$ cat config.mk
export PLATFORM = sky130hd
export DESIGN_NAME = kbc_cmd_decoder
export DESIGN_NICKNAME = d
export VERILOG_FILES = /design/src/rtl/kbc_pkg.sv /design/src/rtl/kbc_cmd_decode.sv /design/src/rtl/kbc_pend_route.sv /design/src/rtl/kbc_ctrl_regs.sv /design/src/rtl/kbc_cmd_decoder.sv
export SDC_FILE = /design/constraint.sdc
export NUM_CORES = 1
export LEC_CHECK = 0
export BUFFER_PORTS_ARGS = -buffer_cell sky130_fd_sc_hd__buf_4
export CORE_MARGIN = 1.5
export CORE_UTILIZATION = 53
export DETAILED_ROUTE_END_ITERATION = 8
export GPL_TIMING_DRIVEN = 1
export PLACE_DENSITY = 0.8
export SLEW_MARGIN = 20
export SYNTH_ARGS = -nofsm -noshare
export SYNTH_HDL_FRONTEND = slang
export SYNTH_HIERARCHICAL = 1
export SYNTH_SLANG_ARGS = --single-unit
$ cat constraint.sdc
create_clock -name clk -period 2.6 [get_ports clk]
set_clock_uncertainty 0.15 [all_clocks]
set_input_delay 0.13 -clock clk [delete_from_list [all_inputs] [get_ports clk]]
set_output_delay 0.13 -clock clk [all_outputs]
set_load 0.005 [all_outputs]
$ cat src/rtl/kbc_pkg.sv
package kbc_pkg;
  localparam int BYTE_W = 8;

  // mode bit masks decoded by neighbouring interrupt and port logic
  localparam logic [BYTE_W-1:0] MODE_KBD_OFF   = 8'h10;
  localparam logic [BYTE_W-1:0] MODE_MOUSE_OFF = 8'h20;
  localparam int               MODE_XLATE_BIT  = 6;
  localparam int               OUTP_A20_BIT    = 1;

  typedef enum logic [2:0] {
    PW_NONE, PW_MODE, PW_OUTP, PW_KBUF, PW_ABUF, PW_MOUSE
  } pend_e;

  typedef enum logic [1:0] {
    RS_NONE, RS_CONST, RS_MODE, RS_OUTP
  } rsrc_e;

  typedef struct packed {
    logic              known;
    rsrc_e             rsrc;
    logic [BYTE_W-1:0] rconst;
    pend_e             arm;
    logic [BYTE_W-1:0] mset;
    logic [BYTE_W-1:0] mclr;
    logic              a20_on;
    logic              a20_off;
    logic              selftest;
    logic              cpu_rst;
  } cmd_act_t;

  typedef struct packed {
    logic to_mode;
    logic to_outp;
    logic to_kq;
    logic to_aq;
    logic to_mouse;
    logic to_kbd;
  } route_t;

  function automatic logic is_pulse_cmd(input logic [BYTE_W-1:0] b);
    return b[BYTE_W-1 -: 4] == 4'hF;
  endfunction

  function automatic logic pulse_resets_cpu(input logic [BYTE_W-1:0] b);
    return is_pulse_cmd(b) && !b[0];
  endfunction

  function automatic logic [BYTE_W-1:0] apply_mode_mask(
      input logic [BYTE_W-1:0] m, input logic [BYTE_W-1:0] s,
      input logic [BYTE_W-1:0] c);
    return (m | s) & ~c;
  endfunction

  function automatic logic outp_requests_reset(input logic [BYTE_W-1:0] v);
    return !v[0];
  endfunction
endpackage

$ cat src/rtl/kbc_cmd_decode.sv
module kbc_cmd_decode
  import kbc_pkg::*;
(
  input  logic [BYTE_W-1:0] cmd_byte,
  output cmd_act_t          act
);
  always_comb begin
    act       = '0;
    act.known = 1'b1;
    act.arm   = PW_NONE;
    act.rsrc  = RS_NONE;
    if (is_pulse_cmd(cmd_byte)) begin
      act.cpu_rst = pulse_resets_cpu(cmd_byte);
    end else begin
      unique case (cmd_byte)
        8'h20: act.rsrc = RS_MODE;
        8'hD0: act.rsrc = RS_OUTP;
        8'h60: act.arm  = PW_MODE;
        8'hD1: act.arm  = PW_OUTP;
        8'hD2: act.arm  = PW_KBUF;
        8'hD3: act.arm  = PW_ABUF;
        8'hD4: act.arm  = PW_MOUSE;
        8'hA7: act.mset = MODE_MOUSE_OFF;
        8'hA8: act.mclr = MODE_MOUSE_OFF;
        8'hAD: act.mset = MODE_KBD_OFF;
        8'hAE: act.mclr = MODE_KBD_OFF;
        8'hA9, 8'hAB: begin
          act.rsrc   = RS_CONST;
          act.rconst = 8'h00;
        end
        8'hAA: begin
          act.rsrc     = RS_CONST;
          act.rconst   = 8'h55;
          act.selftest = 1'b1;
        end
        8'hC0: begin
          act.rsrc   = RS_CONST;
          act.rconst = 8'h80;
        end
        8'hDD: act.a20_off = 1'b1;
        8'hDF: act.a20_on  = 1'b1;
        default: act.known = 1'b0;
      endcase
    end
  end
endmodule

$ cat src/rtl/kbc_pend_route.sv
module kbc_pend_route
  import kbc_pkg::*;
(
  input  logic   clk,
  input  logic   rst_n,
  input  logic   cmd_ok,
  input  pend_e  arm,
  input  logic   data_go,
  output pend_e  pend_q,
  output route_t route
);
  always_ff @(posedge clk or negedge rst_n) begin
    if (!rst_n)       pend_q <= PW_NONE;
    else if (cmd_ok)  pend_q <= arm;
    else if (data_go) pend_q <= PW_NONE;
  end

  always_comb begin
    route          = '0;
    route.to_mode  = data_go && pend_q == PW_MODE;
    route.to_outp  = data_go && pend_q == PW_OUTP;
    route.to_kq    = data_go && pend_q == PW_KBUF;
    route.to_aq    = data_go && pend_q == PW_ABUF;
    route.to_mouse = data_go && pend_q == PW_MOUSE;
    route.to_kbd   = data_go && pend_q == PW_NONE;
  end
endmodule

$ cat src/rtl/kbc_ctrl_regs.sv
module kbc_ctrl_regs
  import kbc_pkg::*;
#(
  parameter logic [BYTE_W-1:0] MODE_INIT = 8'h03,
  parameter logic [BYTE_W-1:0] OUTP_INIT = 8'hCF
) (
  input  logic              clk,
  input  logic              rst_n,
  input  logic              cmd_ok,
  input  cmd_act_t          act,
  input  logic              data_go,
  input  route_t            route,
  input  logic [BYTE_W-1:0] data_byte,
  output logic [BYTE_W-1:0] mode_q,
  output logic [BYTE_W-1:0] outp_q,
  output logic              a20_q,
  output logic              selftest_q,
  output logic              lastcmd_q
);
  always_ff @(posedge clk or negedge rst_n) begin
    if (!rst_n) begin
      mode_q     <= MODE_INIT;
      outp_q     <= OUTP_INIT;
      a20_q      <= OUTP_INIT[OUTP_A20_BIT];
      selftest_q <= 1'b0;
      lastcmd_q  <= 1'b1;
    end else if (cmd_ok) begin
      mode_q    <= apply_mode_mask(mode_q, act.mset, act.mclr);
      lastcmd_q <= 1'b1;
      if (act.selftest) selftest_q <= 1'b1;
      if (act.a20_on) begin
        outp_q[OUTP_A20_BIT] <= 1'b1;
        a20_q                <= 1'b1;
      end else if (act.a20_off) begin
        outp_q[OUTP_A20_BIT] <= 1'b0;
        a20_q                <= 1'b0;
      end
    end else if (data_go) begin
      lastcmd_q <= 1'b0;
      if (route.to_mode) mode_q <= data_byte;
      if (route.to_outp) begin
        outp_q <= data_byte;
        a20_q  <= data_byte[OUTP_A20_BIT];
      end
    end
  end
endmodule

$ cat src/rtl/kbc_cmd_decoder.sv
module kbc_cmd_decoder
  import kbc_pkg::*;
#(
  parameter logic [7:0] MODE_INIT = 8'h03,
  parameter logic [7:0] OUTP_INIT = 8'hCF
) (
  input  logic       clk,
  input  logic       rst_n,
  input  logic       cmd_wr,
  input  logic [7:0] cmd_byte,
  input  logic       data_wr,
  input  logic [7:0] data_byte,
  output logic [7:0] status_o,
  output logic [7:0] mode_o,
  output logic [7:0] outport_o,
  output logic       xlate_o,
  output logic       a20_o,
  output logic       sys_reset_o,
  output logic       bad_cmd_o,
  output logic       rsp_valid_o,
  output logic       rsp_aux_o,
  output logic [7:0] rsp_byte_o,
  output logic       kbd_tx_valid_o,
  output logic       aux_tx_valid_o,
  output logic [7:0] tx_byte_o
);
  cmd_act_t act;
  route_t   route;
  pend_e    pend_q;
  logic     cmd_ok, cmd_bad, data_go;
  logic     selftest_q, lastcmd_q;
  logic     rsp_next, rst_next;
  logic [BYTE_W-1:0] rsp_sel;

  // a command in the same cycle wins; the data byte is dropped
  assign cmd_ok  = cmd_wr && act.known;
  assign cmd_bad = cmd_wr && !act.known;
  assign data_go = data_wr && !cmd_wr;

  kbc_cmd_decode u_dec (.cmd_byte(cmd_byte), .act(act));

  kbc_pend_route u_pend (
    .clk(clk), .rst_n(rst_n), .cmd_ok(cmd_ok), .arm(act.arm),
    .data_go(data_go), .pend_q(pend_q), .route(route)
  );

  kbc_ctrl_regs #(.MODE_INIT(MODE_INIT), .OUTP_INIT(OUTP_INIT)) u_regs (
    .clk(clk), .rst_n(rst_n), .cmd_ok(cmd_ok), .act(act),
    .data_go(data_go), .route(route), .data_byte(data_byte),
    .mode_q(mode_o), .outp_q(outport_o), .a20_q(a20_o),
    .selftest_q(selftest_q), .lastcmd_q(lastcmd_q)
  );

  assign status_o = {3'b000, 1'b1, lastcmd_q, selftest_q, 2'b00};
  assign xlate_o  = mode_o[MODE_XLATE_BIT];

  always_comb begin
    rsp_next = 1'b0;
    rsp_sel  = data_byte;
    if (cmd_ok) begin
      unique case (act.rsrc)
        RS_CONST: begin rsp_next = 1'b1; rsp_sel = act.rconst; end
        RS_MODE:  begin rsp_next = 1'b1; rsp_sel = mode_o;     end
        RS_OUTP:  begin rsp_next = 1'b1; rsp_sel = outport_o;  end
        default:  rsp_next = 1'b0;
      endcase
    end else if (route.to_kq || route.to_aq) begin
      rsp_next = 1'b1;
    end
    rst_next = (cmd_ok && act.cpu_rst) ||
               (route.to_outp && outp_requests_reset(data_byte));
  end

  always_ff @(posedge clk or negedge rst_n) begin
    if (!rst_n) begin
      sys_reset_o    <= 1'b0;
      bad_cmd_o      <= 1'b0;
      rsp_valid_o    <= 1'b0;
      rsp_aux_o      <= 1'b0;
      rsp_byte_o     <= '0;
      kbd_tx_valid_o <= 1'b0;
      aux_tx_valid_o <= 1'b0;
      tx_byte_o      <= '0;
    end else begin
      sys_reset_o    <= rst_next;
      bad_cmd_o      <= cmd_bad;
      rsp_valid_o    <= rsp_next;
      rsp_aux_o      <= route.to_aq;
      rsp_byte_o     <= rsp_sel;
      kbd_tx_valid_o <= route.to_kbd;
      aux_tx_valid_o <= route.to_mouse;
      tx_byte_o      <= data_byte;
    end
  end
endmodule

Yosys cells after proc, flatten, opt, wreduce, memory -nomap -nowiden
Cells that the tools add are included.

storage, ports and cells
  bits in registers = 44
  latch bits = 0
  memory bits (writable) = 0
  memory bits (read-only) = 0
  bits of input ports = 20
  output and inout bits = 48
  logic and storage cells = 106
  memories kept = 0

cells by class
  add/subtract/negate cells = 0
  multiply operators = 0
  divide/modulo/power cells = 0
  order comparisons = 0
  equal/unequal tests = 27
  shift operators = 0
  muxes and demuxes = 31
  bitwise logic cells = 4
  reduce and logical (&&, ||, !) cells = 29

operator list
  operator                                             count
  equality test 8 bit, second input constant           15
  two-way mux 33 bit                                   1
  two-way mux 8 bit                                    4
  one-hot mux 6 bit (2 select lines)                   2
  one-hot mux 8 bit (3 select lines)                   1
  OR reduction 17 bit                                  1
  two-way mux 1 bit                                    16
  one-hot mux 8 bit (2 select lines)                   1
  one-hot mux 3 bit (5 select lines)                   1
  logical AND 1 bit                                    12
  AND 8 bit                                            1
  equality test 8 x 6 -> 1 bit, second input constant  1
  equality test 8 x 7 -> 1 bit, second input constant  1
  NOT 8 bit                                            1
  OR 8 bit                                             1
  equality test 3 x 2 -> 1 bit, second input constant  2
  equality test 3 bit, second input constant           2
  two-way mux 3 bit                                    2
  one-hot mux 2 bit (3 select lines)                   1
  AND reduction 3 bit                                  2
  nonzero test 2 bit                                   3
  equality test 2 bit, second input constant           2
  equality test 4 bit, second input constant           1
  logical NOT 1 bit                                    4
  10 further kinds                                     13

Depth between registers and ports, before layout
Gate-level depths: netlist (run 1).

  depth in word-level cells = 8
  gate-level depth with buffers = 12

Hierarchy
The synthesis (run 1) kept the hierarchy.

modules (own cells, without submodules)
  module           instances  cells an instance  area each (um^2)  seq. area each (um^2)
  kbc_cmd_decoder  1          98                 1,034.7           550.5
  kbc_ctrl_regs    1          77                 913.4             488.0
  kbc_cmd_decode   1          76                 506.7             0.0
  kbc_pend_route   1          21                 180.2             75.1

Worst setup path before layout (run 1)
OpenSTA, ideal clock, no wires.

  kind = input to register
  start point = in cmd_byte[3]
  end point = reg u_regs.outp_q[4]
  arrival time = 2.341 ns
  data required time = 2.325 ns
  setup slack = -0.016 ns
  stages on the path = 12
  path buffers = 4
  cell sequence = buf_6 > or4_4 > nor4_4 > and3b_1 > nand4b_1 > nand2_2 > inv_2 > buf_2 > buf_6 > or2_1 > buf_6 > mux2_4

RTL lines
  element               line                   source
  start, declared       kbc_cmd_decoder.sv:10  input logic [7:0] cmd_byte,
  end signal, assigned  kbc_ctrl_regs.sv:42    outp_q <= data_byte;
  end, declared         kbc_ctrl_regs.sv:15    output logic [BYTE_W-1:0] outp_q,

==> results of run 1 <==
## kinds of logic after synthesis
family	synth area share, %
compound gates	16.9
mux	6.27
buf+inv	13.2
simple gates	20.7
other cells	0.427
flops	42.3
xor+xnor	0.332
## layout make-up
| class | count | share of cell area [%] |
|---|---|---|
| Clock buffer | 5 | 2.15 |
| Clock inverter | 3 | 0.587 |
| Inverter | 10 | 1.17 |
| Multi-Input combinational cell | 192 | 39.0 |
| Sequential cell | 44 | 34.8 |
| Tap cell | 67 | 2.62 |
| Timing Repair Buffer | 81 | 19.7 |
## critical path, stage by stage
cell and delay, ps:
buf_4 140, or4_4 580, nor4_4 250, and3b_1 210, nand4b_1 130, nand2_2 100
inv_2 80, buf_4 250, a31oi_1 120, o221a_1 230
## per-stage QoR
stage | power, mW | instance area, µm²
detailed placement | 1.25 | 3020
global route | 1.76 | 3200
floorplan | 1.06 | 2710
global placement | 1.24 | 3020
CTS | 1.67 | 3200
finish | 1.66 | 3200
## Yosys cell counts, drive strengths merged (3+ instances only)
| master | number | area [µm²] |
|---|---|---|
| nand3 | 3 | 15.0 |
| nor3 | 10 | 50.1 |
| o21ai | 6 | 30.0 |
| o221a | 6 | 67.6 |
| and3b | 3 | 26.3 |
| mux2i | 6 | 60.1 |
| buf | 37 | 283 |
| nor2b | 4 | 25.0 |
| nand2b | 9 | 58.8 |
| mux2 | 7 | 105 |
| a211oi | 9 | 67.6 |
| inv | 10 | 37.5 |
| a31oi | 8 | 50.1 |
| nand4b | 3 | 26.3 |
| clkbuf | 7 | 26.3 |
| nand2 | 22 | 85.1 |
| nor3b | 3 | 27.5 |
| dfrtp | 34 | 851 |
| and3 | 9 | 56.3 |
| dfstp | 10 | 263 |
| nor2 | 14 | 52.6 |
| a21oi | 17 | 85.1 |
| o21bai | 7 | 52.6 |
| nand3b | 3 | 22.5 |
| conb | 3 | 11.3 |
## final timing paths
kind / slack, ps / to
max: 410 / rsp_byte_o[0]$_DFF_PN0_
max in group asynchronous: 1710 / u_regs/lastcmd_q$_DFFE_PN1P_
min in group asynchronous: 210 / sys_reset_o$_DFF_PN0_
max reg2reg: 530 / u_regs/outp_q[5]$_DFFE_PN0P_
min reg2reg: 320 / u_regs/selftest_q$_DFFE_PN0P_
min: 10 / bad_cmd_o$_DFF_PN0_
## cell usage in the layout (no fill, tap or decap), drive strengths merged, types with 3 or more instances in the layout
cell type and n:
a211oi 9, nor2 14, nand2 22, mux2 7
clkinv 3, nor2b 4, inv 10, o21bai 7
and3 9, dfrtp 34, nor3b 3, and3b 3
dfstp 10, nor3 10, buf 72, nand2b 9
o221a 6, o21ai 6, conb 21, clkbuf 5
a31oi 8, dlygate4sd3 9, nand3 3, mux2i 6
nand4b 3, a21oi 17, nand3b 3
## sequential cells by signal, indices dropped and copies added, names as in the netlist
signal / flops
rsp_byte_o: 8
tx_byte_o: 8
u_regs/mode_q: 8
u_regs/outp_q: 8
u_pend/pend_q: 3
aux_tx_valid_o: 1
bad_cmd_o: 1
kbd_tx_valid_o: 1
rsp_aux_o: 1
rsp_valid_o: 1
sys_reset_o: 1
u_regs/a20_q: 1
u_regs/lastcmd_q: 1
u_regs/selftest_q: 1
## routing by layer
| metal | GRT usage, % | part of all wire [%] |
|---|---|---|
| met2 | 35.6 | 48 |
| met5 | 0 | 0 |
| met3 | 4.12 | 5.3 |
| met1 | 30.5 | 46 |
| met4 | 4.94 | 0.41 |
## repair_timing
item / 4_1_cts / 5_1_grt
hold buffers: 9 / 0
buffers inserted: 0 / 0
endpoints found under the hold margin: 53 / 0
## power breakdown
part / switching [mW] / internal, mW / total [mW]
combinational: 0.173 / 0.217 / 0.390
sequential: 0.0725 / 0.782 / 0.855
clock: 0.228 / 0.187 / 0.415
total: 0.473 / 1.19 / 1.66
==> results_dict.tcl, run 1 <==
set metrics [dict create \
    status "finished clean" \
    dpl.cell_count 385 \
    root_buffer "clkbuf_8" \
    crit_start "cmd_byte[3]" \
    synth-seq-cells 44 \
    path_class "in -> reg" \
    r2r-start "u_pend/pend_q[2]$_DFFE_PN0P_" \
    viasPerCell 5.32 \
    grt_setup_unrepaired "no" \
    worstSkewPairLatency_ps 290 \
    num_io_pins 68 \
    min_period_ps 2190 \
    required_ps 2630 \
    clk_path_buf_depth 2 \
    ir_drop_v 0.000362 \
    drive_gt1_share_pct 31.6 \
    place_ws_ps 96.9 \
    grt_pass1_wl_mm 9.09 \
    synth_warnings 6 \
    synth_edf_count 0 \
    hold_viol_final 0 \
    path_clk_slew_ps 80 \
    ant_nets 0 \
    nNetsFinal 354 \
    drt_wl_total_mm 5.59 \
    drv_slew 0 \
    fin_setup_tns_ps 0 \
    diodes 0 \
    ys.flop_type "dfrtp_1" \
    grtUsageTotal_pct 21.9 \
    htreeDepth 2 \
    powerDensity_mw_per_mm2 519 \
    cts_tree "done" \
    die-area_mm2 0.00540 \
    drtIter0Drc 128 \
    grt_max_degree 45 \
    period_share_pct 84.4 \
    avgSynthCellArea_um2 9.69 \
    n_fill_cell 413 \
    worst_pin_slew_ps 537 \
    start_util_pct 55.4 \
    grt-ovfl-total 0 \
    multi_input_area_mm2 0.00125 \
    die_height_um 73.5 \
    slew_headroom_pct 64.2 \
    hpwl_mm 4.05 \
    setup_viol 0 \
    cap_violations 0 \
    ys_async_sr_fraction_pct 100 \
    place.port_buffers 61 \
    r2r_cells 6 \
    layout.area.seq_mm2 0.00111 \
    cts_sinks 44 \
    core_mm2 0.00475 \
    die_w_um 73.5 \
    arrival_ps 2220 \
    critPathLaunchType "primary input" \
    syn_area_mm2 0.00264 \
    cts_buffers 5 \
    layout_setup_ws_ps 406 \
    gp_congestion 0.802 \
    hp-class "in -> reg" \
    dr_total_vias 2140 \
    fmax_mhz 456 \
    rows 25 \
    firstDrtPassIters 4 \
    fin_util_pct 67.3 \
    synthCells 272 \
    antenna_found_initial 0 \
    hold_start "cmd_wr" \
    hold_slack_ps 11.4 \
    hold_depth 2 \
    grt_pass1_vias 1911 \
    synth_cell_type_count 51 \
    drc 0 \
    wl_per_cell_um 13.9 \
    area_delta_synth_final_pct 21.4 \
    critPathCaptureType "register" \
    cp_max_fo 26 \
    final_cells 402 \
    synth-seq-area-share_pct 42.3 \
    ctsResizeCount 0 \
    p_leak_nw 1.48 \
]
Power figures use the tool's default switching activity.
==> run 2, diff against run 1 <==
Clock period 2.6 ns to 2.2 ns, I/O delays scaled along.
==> run 2 against run 1 <==
  * Sequential power rose by 18%
  * Critical path type unchanged
  * Clock power is 20% higher
  * Clock-buffer cell count unchanged
  * Largest cell class unchanged
  * Via count increased by 2.1%
  * Die area is the same
  * Wire length up 3.0%
  * Sequential cell count stayed put
==> results_dict.tcl, run 2 (synthesis results as in run 1) <==
set metrics [dict create \
    regToRegEndpoint "u_regs/outp_q[5]$_DFFE_PN0P_" \
    layout_setup_ws_ps 156 \
    layout_common_cells "buf_4, dfrtp_1, nand2_1, conb_1, a21oi_1" \
    clk_path_buf_depth 2 \
    cts_hold_buf 10 \
    met3_usage_pct 3.98 \
    place_ws_ps -152 \
    hpwl_mm 4.12 \
    critical_path_buf_inv_count 3 \
    required_ps 2240 \
    die-area_mm2 0.00540 \
    cp_max_fo 7 \
    critPathCaptureType "register" \
    hold_viol_final 0 \
    n_fill_cell 372 \
    slew_headroom_pct 64.2 \
    firstDrtPassIters 4 \
    powerDensity_mw_per_mm2 592 \
    path_class "in -> reg" \
    cts_tree "done" \
    ctsResizeCount 0 \
    hold_start "cmd_wr" \
    fin_setup_tns_ps 0 \
    grt_pass1_wl_mm 9.61 \
    post_cts_buffers 0 \
    gp_congestion 0.842 \
    cts_sinks 44 \
    grt_pass1_vias 2011 \
    drt_wl_total_mm 5.76 \
    period_share_pct 92.9 \
    p_leak_nw 1.57 \
    hp-class "in -> reg" \
    drtIter0Drc 165 \
    min_period_ps 2040 \
    r2r_cells 6 \
    final_cells 419 \
    final_common_cell "buf_4" \
    nNetsFinal 371 \
    place.port_buffers 61 \
    die_height_um 73.5 \
    grt-ovfl-total 0 \
    diodes 0 \
    total_power_mw 1.99 \
    num_io_pins 68 \
    endpoint "u_regs/outp_q[5]$_DFFE_PN0P_" \
    fmax_mhz 489 \
    drc 0 \
    die_w_um 73.5 \
    path_cells "buf_4, or4_4, nor4_4, and3b_1, nand4b_1, nand2_2, inv_2, or2_1, buf_12, mux2_4" \
    use_met2_pct 37.0 \
    r2r-start "u_pend/pend_q[2]$_DFFE_PN0P_" \
    cts_buffers 5 \
    critPathTopFamily "simple AND/OR/NAND/NOR gates" \
    dpl.cell_count 401 \
    wl_per_cell_um 13.7 \
    core_mm2 0.00475 \
    cpPeakStageDelay_ps 560 \
    grt_setup_unrepaired "no" \
    arrival_ps 2080 \
    worst_pin_slew_ps 537 \
    root_buffer "clkbuf_8" \
    antenna_found_initial 0 \
    ant_nets 0 \
    htreeDepth 2 \
    start_util_pct 55.4 \
    gr-usage-met1_pct 32.3 \
    reg2reg_slack_ps 180 \
    cp.depth 10 \
    drive_gt1_share_pct 34.7 \
    drv_slew 0 \
    rows 25 \
    status "finished clean" \
    crit_start "cmd_byte[0]" \
    worstSkewPairLatency_ps 300 \
    grt-busiest-layer "met2" \
    critPathLaunchType "primary input" \
    crit_slowest_cell "or4_4" \
    viasPerCell 5.22 \
    grtUsageTotal_pct 23.0 \
    path_clk_slew_ps 80 \
    grt_max_degree 45 \
    area_delta_synth_final_pct 27.8 \
    setup_viol 0 \
    ir_drop_v 0.000439 \
    dr_total_vias 2186 \
    cap_violations 0 \
]
## run 2: cell count changes in the layout (fill, tap and decap cells not counted), sizes merged
cell | before | now
buf | 72 | 88
dlygate4sd3 | 9 | 10
## run 2: cell type report
cell class | instances | area, µm² | area share [%]
clock buffer | 5 | 68.8 | 2.04
timing repair buffer | 98 | 798 | 23.7
tap | 67 | 83.8 | 2.49
sequential | 44 | 1110 | 33.1
multi-input combinational | 192 | 1250 | 37.0
inverter | 10 | 37.5 | 1.11
clock inverter | 3 | 18.8 | 0.557
## run 2: worst min path at each step
| stage | end | slack [ps] | cells past startpoint |
|---|---|---|---|
| 6_report | kbd_tx_valid_o$_DFF_PN0_ | 10 | 4 |
| 2_1_floorplan | aux_tx_valid_o$_DFF_PN0_ | -340 | 0 |
| 5_1_grt | kbd_tx_valid_o$_DFF_PN0_ | 30 | 4 |
| 3_5_place_dp | u_pend/pend_q[0]$_DFFE_PN0P_ | -20 | 1 |
| 4_1_cts | kbd_tx_valid_o$_DFF_PN0_ | 10 | 4 |
| 3_3_place_gp | u_pend/pend_q[0]$_DFFE_PN0P_ | -20 | 1 |
## run 2: report_power, final
part / internal (mW) / total, mW / switching (mW)
clock network: 0.221 / 0.499 / 0.278
registers: 0.925 / 1.01 / 0.0886
logic: 0.271 / 0.480 / 0.209
total: 1.42 / 1.99 / 0.576
## run 2: metrics by stage
step | hold WS, ps | instance area (µm²) | util, %
floorplan | -336 | 2710 | -
global placement | -18.6 | 3180 | 66.9
detailed placement | -23.1 | 3180 | 66.9
CTS | 13.5 | 3370 | 70.8
global route | 29.3 | 3370 | 70.8
finish | 15.0 | 3370 | 70.8
## run 2: layer usage
layer  vias to the layer above  share of wire, %  wire (µm)
met5                         -                 0          0
met2                        63                48       2770
met1                      1045                47       2680
met4                         0              0.76         44
met3                         7               4.5        261
li1                       1071                 -          -
## run 2: worst reg2reg max path: stages, from the launching register on
cell and delay (ps):
dfrtp_1 410, nand2b_2 210, nor3b_2 290, nand2_1 150
or2_1 260, buf_12 150, mux2_4 290
